`src/rtl/fast_lt_seq.sv`:
```
module fast_lt_seq #(
  parameter int CLK_MHZ = 100,
  parameter int WAIT_US = 520,
  parameter int ADDR_W  = 20,
  parameter logic [7:0] RATE_HI = 8'h14
) (
  input  logic              clk,
  input  logic              rst_n,
  input  logic              start,
  input  logic [2:0]        lane_cnt,
  input  logic [7:0]        rate_code,
  input  logic              scramble_en,
  output logic [1:0]        pat_sel,
  output logic              req_valid,
  output logic              req_write,
  output logic [ADDR_W-1:0] req_addr,
  output logic [7:0]        req_wdata,
  input  logic              req_ready,
  input  logic              rsp_valid,
  input  logic [15:0]       rsp_data,
  output logic              done,
  output logic [1:0]        fail_code,
  output logic              link_ok
);
  localparam int WAIT_CYC = CLK_MHZ * WAIT_US;
  localparam int CNT_W = $clog2(WAIT_CYC + 1);
  localparam logic [1:0] FC_OK = 2'd0, FC_CR = 2'd1, FC_EQ = 2'd2, FC_FIN = 2'd3;

  typedef enum logic [3:0] {
    ST_IDLE, ST_CODE, ST_TP1, ST_LS1, ST_WT1, ST_RD1, ST_ASSR,
    ST_TP3, ST_LS2, ST_WT2, ST_RD2, ST_OFF, ST_FIN, ST_DONE
  } st_t;

  st_t             st;
  logic [2:0]      n_q, ln;
  logic            hi_q, scr_q, rd_pend;
  logic [CNT_W-1:0] cnt;
  logic [1:0]      code_q;

  logic [4:0]  sh;
  logic [15:0] mask, cr_need;
  logic [2:0]  fin_nib;
  logic        cr_ok, eq_ok, fin_ok, is_rd, is_op, acc, got, last_ln;

  assign sh      = {3'd4 - n_q, 2'b00};
  assign mask    = 16'hFFFF >> sh;
  assign cr_need = mask & 16'h1111;
  assign cr_ok   = (rsp_data & cr_need) == cr_need;
  assign eq_ok   = (rsp_data & mask) == (16'h7777 & mask);
  assign fin_nib = ln[0] ? rsp_data[6:4] : rsp_data[2:0];
  assign fin_ok  = &fin_nib;
  assign last_ln = ln == n_q - 3'd1;

  assign is_rd = st == ST_RD1 || st == ST_RD2 || st == ST_FIN;
  assign is_op = is_rd || st == ST_CODE || st == ST_TP1 || st == ST_LS1 ||
                 st == ST_ASSR || st == ST_TP3 || st == ST_LS2 || st == ST_OFF;
  assign req_valid = is_op && !rd_pend;
  assign req_write = !is_rd;
  assign acc = req_valid && req_ready;
  assign got = rd_pend && rsp_valid;

  always_comb begin
    req_addr  = '0;
    req_wdata = 8'h00;
    case (st)
      ST_CODE: begin req_addr = ADDR_W'(12'h108); req_wdata = 8'h01; end
      ST_TP1:  begin req_addr = ADDR_W'(12'h102); req_wdata = 8'h21; end
      ST_LS1, ST_LS2: begin req_addr = ADDR_W'(12'h103 + {9'd0, ln}); req_wdata = 8'h24; end
      ST_RD1, ST_RD2: req_addr = ADDR_W'(12'h202);
      ST_ASSR: begin req_addr = ADDR_W'(12'h10A); req_wdata = {7'd0, scr_q}; end
      ST_TP3:  begin req_addr = ADDR_W'(12'h102); req_wdata = hi_q ? 8'h23 : 8'h22; end
      ST_OFF:  req_addr = ADDR_W'(12'h102);
      ST_FIN:  req_addr = ADDR_W'(12'h202 + {11'd0, ln[1]});
      default: ;
    endcase
  end

  always_comb begin
    case (st)
      ST_TP1, ST_LS1, ST_WT1, ST_RD1, ST_ASSR: pat_sel = 2'd1;
      ST_TP3, ST_LS2, ST_WT2, ST_RD2, ST_OFF:  pat_sel = 2'd3;
      default: pat_sel = 2'd0;
    endcase
  end

  assign done      = st == ST_DONE;
  assign fail_code = code_q;
  assign link_ok   = done && code_q == FC_OK;

  always_ff @(posedge clk or negedge rst_n) begin
    if (!rst_n) begin
      st      <= ST_IDLE;
      n_q     <= 3'd1;
      ln      <= '0;
      hi_q    <= 1'b0;
      scr_q   <= 1'b0;
      rd_pend <= 1'b0;
      cnt     <= '0;
      code_q  <= FC_OK;
    end else begin
      if (is_rd && acc) rd_pend <= 1'b1;
      if (got) rd_pend <= 1'b0;
      case (st)
        ST_IDLE, ST_DONE:
          if (start) begin
            n_q    <= lane_cnt;
            hi_q   <= rate_code == RATE_HI;
            scr_q  <= scramble_en;
            code_q <= FC_OK;
            st     <= ST_CODE;
          end
        ST_CODE: if (acc) st <= ST_TP1;
        ST_TP1:  if (acc) begin ln <= '0; st <= ST_LS1; end
        ST_LS1, ST_LS2:
          if (acc) begin
            if (last_ln) begin
              cnt <= '0;
              st  <= (st == ST_LS1) ? ST_WT1 : ST_WT2;
            end else ln <= ln + 3'd1;
          end
        ST_WT1, ST_WT2: begin
          cnt <= cnt + 1'b1;
          if (cnt == CNT_W'(WAIT_CYC - 1)) st <= (st == ST_WT1) ? ST_RD1 : ST_RD2;
        end
        ST_RD1:
          if (got) begin
            if (cr_ok) st <= ST_ASSR;
            else begin code_q <= FC_CR; st <= ST_DONE; end
          end
        ST_ASSR: if (acc) st <= ST_TP3;
        ST_TP3:  if (acc) begin ln <= '0; st <= ST_LS2; end
        ST_RD2:
          if (got) begin
            if (eq_ok) st <= ST_OFF;
            else begin code_q <= FC_EQ; st <= ST_DONE; end
          end
        ST_OFF:  if (acc) begin ln <= '0; st <= ST_FIN; end
        ST_FIN:
          if (got) begin
            if (!fin_ok) begin code_q <= FC_FIN; st <= ST_DONE; end
            else if (last_ln) st <= ST_DONE;
            else ln <= ln + 3'd1;
          end
        default: st <= ST_IDLE;
      endcase
    end
  end
endmodule

```
`config.mk`:
```
export PLATFORM = sky130hd
export DESIGN_NAME = fast_lt_seq
export DESIGN_NICKNAME = d
export VERILOG_FILES = /design/src/rtl/fast_lt_seq.sv
export SDC_FILE = /design/constraint.sdc
export NUM_CORES = 1
export LEC_CHECK = 0
export ABC_AREA = 1
export BUFFER_PORTS_ARGS = -buffer_cell sky130_fd_sc_hd__buf_2
export CORE_UTILIZATION = 50
export CTS_CLUSTER_DIAMETER = 150
export DETAILED_ROUTE_END_ITERATION = 16
export PLACE_DENSITY = 0.88
export SYNTH_ARGS = -nofsm -noshare
export SYNTH_HDL_FRONTEND = slang
export SYNTH_SLANG_ARGS = --single-unit
export TNS_END_PERCENT = 10
```
`constraint.sdc`:
```
create_clock -name clk -period 5.3 [get_ports clk]
set_input_delay 1.06 -clock clk [delete_from_list [all_inputs] [get_ports clk]]
set_output_delay 1.06 -clock clk [all_outputs]
set_load 0.05 [all_outputs]
```
==> parameters.txt, run 1 <==
Parameter                              Value

Status
  Outcome    completed

Timing
  Final-report max-slew violation count    0
  Count of final setup violators    0
  Total negative setup slack    0 ns
  Worst setup margin    2.412 ns
  Final Critical Period    2.888 ns
  Max Clk Rate    0.3463 GHz
  Hold slack    0.4985 ns
  Number of hold violations in the final report    0
  Normalized max-slew margin    0.5255
  Actual transition at the worst max-transition pin    0.7118 ns
  Max Clock Skew    0.01203 ns
  Period utilization    0.5449
  Unrepaired setup endpoints after global routing    false

Yosys
  Biggest area contributors in the synthesized netlist    dfrtp_1 (29%), nand2_1 (21%), nand3_1 (6.5%)
  Post-Syn Area    2609 um^2
  Post-synth top flop    dfrtp_1
  Dominant cell by count in the synthesized netlist    nand2_1
  Yosys warning count    0
  Syn_area_per_cell    6.457 um^2
  Post-synth EDFFs    0
  Sequential fraction of the synthesis area    0.2978
  Unique cell type count in the Yosys netlist    32
  Yosys top cell by area    dfrtp_1
  Post-synth top cells    nand2_1 (149), inv_1 (40), nor2_1 (38), nand3_1 (34), dfrtp_1 (30)
  Async set or reset register ratio after synthesis    1.000
  Area fraction of the dominant cell type after synthesis    0.2878
  Gate Count Post-Synth    404
  Post-synthesis sequential element count    31

Worst setup path
  Slowest cell delay on critical path    0.45 ns
  Cell count of the worst reg-to-reg path    12
  Ordered cell list for the critical path    nor2_1, nand2_1, nand3_2, inv_1, o211ai_1, buf_2
  R2R Path Start    n_q[0]
  Worst path arrival time    1.83 ns
  Kind of end point of the critical path    output port
  Startpoint of the worst setup timing path    st[1]
  CP Data Required Time    4.24 ns
  Critical path start-end classification    flop to output port
  Critical register-to-register path endpoint    ln[1]
  Maximum fanout encountered on the critical timing path    8
  CP max stage cell    dfrtp_1
  Worst setup SP type    flop
  Critical path destination    req_addr[1]
  Worst setup slack for register-to-register paths    3.34 ns

Clock network
  CTS buffer count    5
  Clock latency on the worst-skew pair    0.28 ns
  Clock sink total    31
  Maximum count of clock buffers along a single path    2
  CTS tree    yes
  Clk slew on worst S/H paths    0.07 ns
  Number of post-CTS setup repair buffers    0
  Number of hold-repair buffers added at the cts stage    0
  Number of resized instances in the post-cts repair step    0
  H-tree level count    2
  Clock root buffer master    clkbuf_8

Power
  Standby leakage power    0.001724 uW
  Power density over the cells    634.5 nW/um^2
  Worst ir drop on vdd    275.5 uV

Global route
  Pin count of the biggest net entering global routing    32
  Global-route total usage across every layer    0.2232
  Antenna violations before repair    0
  First-pass GRT wire length    9577 um
  Overflow left after global routing    0
  Vias in the first global route    2,301

Run
  Total of max-cap violations    0

Place
  Post-detailed-placement half-perimeter wirelength    4567 um
  Final GP Congestion    1.008
  Placement-stage cell area    2843 um^2
  Setup slack at placement    2.723 ns
  Number of buffer cells added on primary ports    50

Detailed routing
  Detail Route Antenna Nets    0
  Number of vias per cell    4.948
  Residual DRC    0
  Total via count after detailed routing    2,593
  Detailed Route Iter0 Violations    172
  Routed Wire Length    5845 um
  DR pass1 iterations    4
  Average wire per standard cell    11.15 um

Layout
  Fraction of layout cells with a size suffix above 1    0.1991
  Summed area of non-filler cells in the final layout    2960 um^2
  Antenna diode count    0
  Number of nets at the end of the flow    495
  Utilization of the core after routing    0.6067
  Number of fill cells    468
  Area overhead of the layout relative to synthesis    13.48%

Floorplanning
  Floorplan die height    74.23 um
  Area of the core region    4880 um^2
  Die Area    5510 um^2
  IO Pins    69
  Initial Util    0.5346
  Die width    74.23 um
  Total number of placement rows    25

Worst hold path
  Type of the worst min-delay path    flop to flop
cells by family (layout without fill, tap and decap cells):
family	count (synthesis)	after routing	synth area share
buffers and inverters	69	105	0.1314
flip-flops	31	31	0.2978
adder cells (fa/ha/maj)	6	6	0.02878
AND/OR/NAND/NOR	269	269	0.4638
XOR/XNOR	10	10	0.03357
AO/OA/AOI/OAI	18	18	0.04317
other	1	18	0.001437
routing by layer:
metal  share of wire  global-route usage  vias up
met4          0.0058             0.06080        0
met2            0.49              0.4010       75
met5               0                   0        -
met3           0.043             0.04336        7
li1                -                   -     1345
met1            0.46              0.2727     1166
flip-flops by register name (all words and copies together), names as in the netlist:
name       cells
cnt           16
fail_code      2
rd_pend        1
scr_q          1
ln             3
n_q            3
hi_q           1
st             4
cells in the final DEF, fill, tap and decap left out, drive strengths merged:
cell type,netlist,layout
nand3,36,36
buf,21,50
conb,1,18
dfrtp,30,30
nor2,49,49
nor4,3,3
dfstp,1,1
xor2,5,5
bufinv,0,1
ha,6,6
xnor2,5,5
nand4,12,12
inv,47,47
clkbuf,1,6
nand3b,5,5
o211ai,2,2
o22ai,2,2
or2,2,2
o21ai,14,14
nand2,156,156
clkinv,0,1
nor3,6,6
through the flow:
step / instances / total power [uW]
after floorplan: 421 / 1404
after global placement: 516 / 1610
after detailed placement: 516 / 1628
after CTS: 524 / 1881
after global routing: 524 / 2038
final: 524 / 1878
worst max-delay path, delay by kind of cell, from the launching register on:
family | cells | cell delay, ns
AOI/OAI and AO/OA | 1 | 0.10
buffers and inverters | 2 | 0.37
and+or+nand+nor | 3 | 0.62
DFF | 1 | 0.45
report_power, final:
group / internal (uW) / leakage [uW] / total [uW] / switching (uW)
clock: 152 / 0.0000612 / 241 / 89.1
combinational: 342 / 0.00126 / 1200 / 856
sequential: 330 / 0.000402 / 439 / 109
total: 824 / 0.00172 / 1880 / 1050
worst min-delay path by stage:
| stage | slack, ns | endpoint | from | depth (start not counted) |
|---|---|---|---|---|
| floorplan | 0.45 | scr_q | scr_q | 2 |
| global placement | 0.46 | scr_q | scr_q | 2 |
| detailed placement | 0.48 | scr_q | scr_q | 2 |
| CTS | 0.50 | scr_q | scr_q | 2 |
| global route | 0.53 | cnt[1] | cnt[1] | 2 |
| finish | 0.50 | scr_q | scr_q | 2 |
cell type report:
class | count | area, um^2 | share of cell area
clock buffers | 6 | 82.58 | 0.02790
clock inverters | 2 | 35.03 | 0.01183
inverters | 47 | 178.9 | 0.06044
multi-input cells | 321 | 1553 | 0.5245
flip-flops and latches | 31 | 777.0 | 0.2625
well taps | 67 | 83.83 | 0.02832
repair buffers | 50 | 250.2 | 0.08453
Power figures use the tool's default switching activity.
==> run 2: changes to the inputs <==
--- a/config.mk
+++ b/config.mk
@@ -7,10 +7,10 @@
 export LEC_CHECK = 0
 export ABC_AREA = 1
 export BUFFER_PORTS_ARGS = -buffer_cell sky130_fd_sc_hd__buf_2
-export CORE_UTILIZATION = 50
+export CORE_UTILIZATION = 48
 export CTS_CLUSTER_DIAMETER = 150
 export DETAILED_ROUTE_END_ITERATION = 16
-export PLACE_DENSITY = 0.88
+export PLACE_DENSITY = 0.89
 export SYNTH_ARGS = -nofsm -noshare
 export SYNTH_HDL_FRONTEND = slang
 export SYNTH_SLANG_ARGS = --single-unit
==> constraint.sdc (replaced) <==
create_clock -name clk -period 2.51 [get_ports clk]
set_input_delay 0.502 -clock clk [delete_from_list [all_inputs] [get_ports clk]]
set_output_delay 0.502 -clock clk [all_outputs]
set_load 0.05 [all_outputs]
==> run 2 against run 1 <==
- wire length up 2.9%
- sequential power up 110%
- flip-flop and latch count unchanged
- clock power up 110%
- critical path depth unchanged
- cell count up 0.57%
- sequential share of layout area about the same
- via count up 0.85%
- clock skew up 0.0015 ns
- total power up 110%
==> parameters.txt, run 2 (synthesis results as in run 1) <==
Parameter                              Value

Status
  Outcome    completed

Global route
  Antenna violations before repair    0
  First-pass GRT wire length    9508 um
  Global-route total usage across every layer    0.2219
  Vias in the first global route    2,248
  Overflow left after global routing    0
  Pin count of the biggest net entering global routing    32

Timing
  Count of final setup violators    0
  Final Critical Period    2.321 ns
  Actual transition at the worst max-transition pin    0.7158 ns
  Period utilization    0.9245
  Normalized max-slew margin    0.5228
  Final-report max-slew violation count    0
  Max Clock Skew    0.01355 ns
  Hold slack    0.2621 ns
  Max Clk Rate    0.4309 GHz
  Unrepaired setup endpoints after global routing    false
  Number of hold violations in the final report    0

Clock network
  Clock latency on the worst-skew pair    0.29 ns
  H-tree level count    2
  CTS tree    yes
  Clock sink total    31
  Number of post-CTS setup repair buffers    0
  Number of resized instances in the post-cts repair step    0
  Clk slew on worst S/H paths    0.07 ns
  CTS buffer count    5
  Number of hold-repair buffers added at the cts stage    0
  Maximum count of clock buffers along a single path    2
  Clock root buffer master    clkbuf_8

Floorplanning
  Total number of placement rows    26
  Area of the core region    5172 um^2
  IO Pins    69
  Die width    75.72 um
  Initial Util    0.5044
  Die Area    5734 um^2
  Floorplan die height    75.72 um

Layout
  Fraction of layout cells with a size suffix above 1    0.1991
  Largest registers ranked by flip-flop count    cnt (16), st (4)
  Largest Register    cnt
  Most common cell after layout, fill and taps aside    nand2_1
  Area overhead of the layout relative to synthesis    13.62%
  Number of nets at the end of the flow    495
  Top library cells by usage in the layout, fill and taps aside    nand2_1 (149), buf_2 (50), inv_1 (40)
  Largest register FFs    16
  Antenna diode count    0

Worst hold path
  Type of the worst min-delay path    input pin to async pin

Place
  Post-detailed-placement half-perimeter wirelength    4729 um
  Final GP Congestion    0.9215
  Number of buffer cells added on primary ports    50

Detailed routing
  Routed Wire Length    6012 um
  DR pass1 iterations    4
  Total via count after detailed routing    2,615
  Detail Route Antenna Nets    0
  Residual DRC    0
  Average wire per standard cell    11.41 um
  Number of vias per cell    4.962
  Detailed Route Iter0 Violations    276

Worst setup path
  Worst setup SP type    flop
  CP Data Required Time    2.01 ns
  Critical path start-end classification    flop to output port
  Worst path arrival time    1.82 ns
  Kind of end point of the critical path    output port
  Maximum fanout encountered on the critical timing path    8

Run
  Total of max-cap violations    0

Power
  Overall power after layout    3984 uW
  Power density over the cells    1344 nW/um^2
  Standby leakage power    0.001724 uW
  Worst ir drop on vdd    745.2 uV
-- run 2: cell counts in the layout (fill, tap and decap cells not counted) --
No cell type changed its count.
-- run 2: critical path, stage by stage, from the launching register on --
cell and delay [ns]:
dfrtp_1 0.44, nor2_1 0.23, nand2_1 0.23, nand3_2 0.16
inv_1 0.08, o211ai_1 0.09, buf_2 0.29
-- run 2: layout make-up --
type | count | area [um^2]
fill | 486 | 2208
inverter | 47 | 178.9
tap | 70 | 87.58
sequential | 31 | 777.0
clock inverter | 2 | 35.03
multi-input combinational | 321 | 1553
clock buffer | 6 | 82.58
timing repair buffer | 50 | 250.2
-- run 2: metal layers --
layer	vias up	wire (um)	part of all wire	global-route usage
met4	0	64	0.011	0.06996
met2	86	2940	0.49	0.4157
met5	-	0	0	0
li1	1343	-	-	-
met1	1178	2671	0.44	0.2446
met3	8	335	0.056	0.05688
-- run 2: per-stage QoR --
step	setup TNS, ns	area [um^2]	worst slack, ns	utilization	instances
3_3_place_gp	0	2846	0.5476	0.5503	519
4_1_cts	0	2964	0.1948	0.5731	527
2_1_floorplan	-0.07113	2673	-0.07113	-	421
6_report	0	2964	0.1894	0.5731	527
3_5_place_dp	0	2846	0.5087	0.5503	519
5_1_grt	0	2964	0.03907	0.5731	527
-- run 2: path summary, 6_finish.rpt --
check / start / endpoint / slack [ns] / depth (start not counted)
max in group asynchronous: rst_n / cnt[5] / 1.77 / 1
hold reg to reg: fail_code[0] / fail_code[0] / 0.49 / 2
setup reg to reg: n_q[0] / ln[1] / 0.55 / 10
hold / removal: rst_n / n_q[1] / 0.26 / 1
min in group clk: scramble_en / scr_q / 0.41 / 3
setup / recovery: st[1] / req_addr[1] / 0.19 / 6
-- run 2: report_power, final --
group	internal [uW]	switching [uW]	leakage [uW]
Sequential	697	230	0.000402
Combinational	726	1820	0.00126
Clock	321	192	0.0000612
Total	1740	2240	0.00172
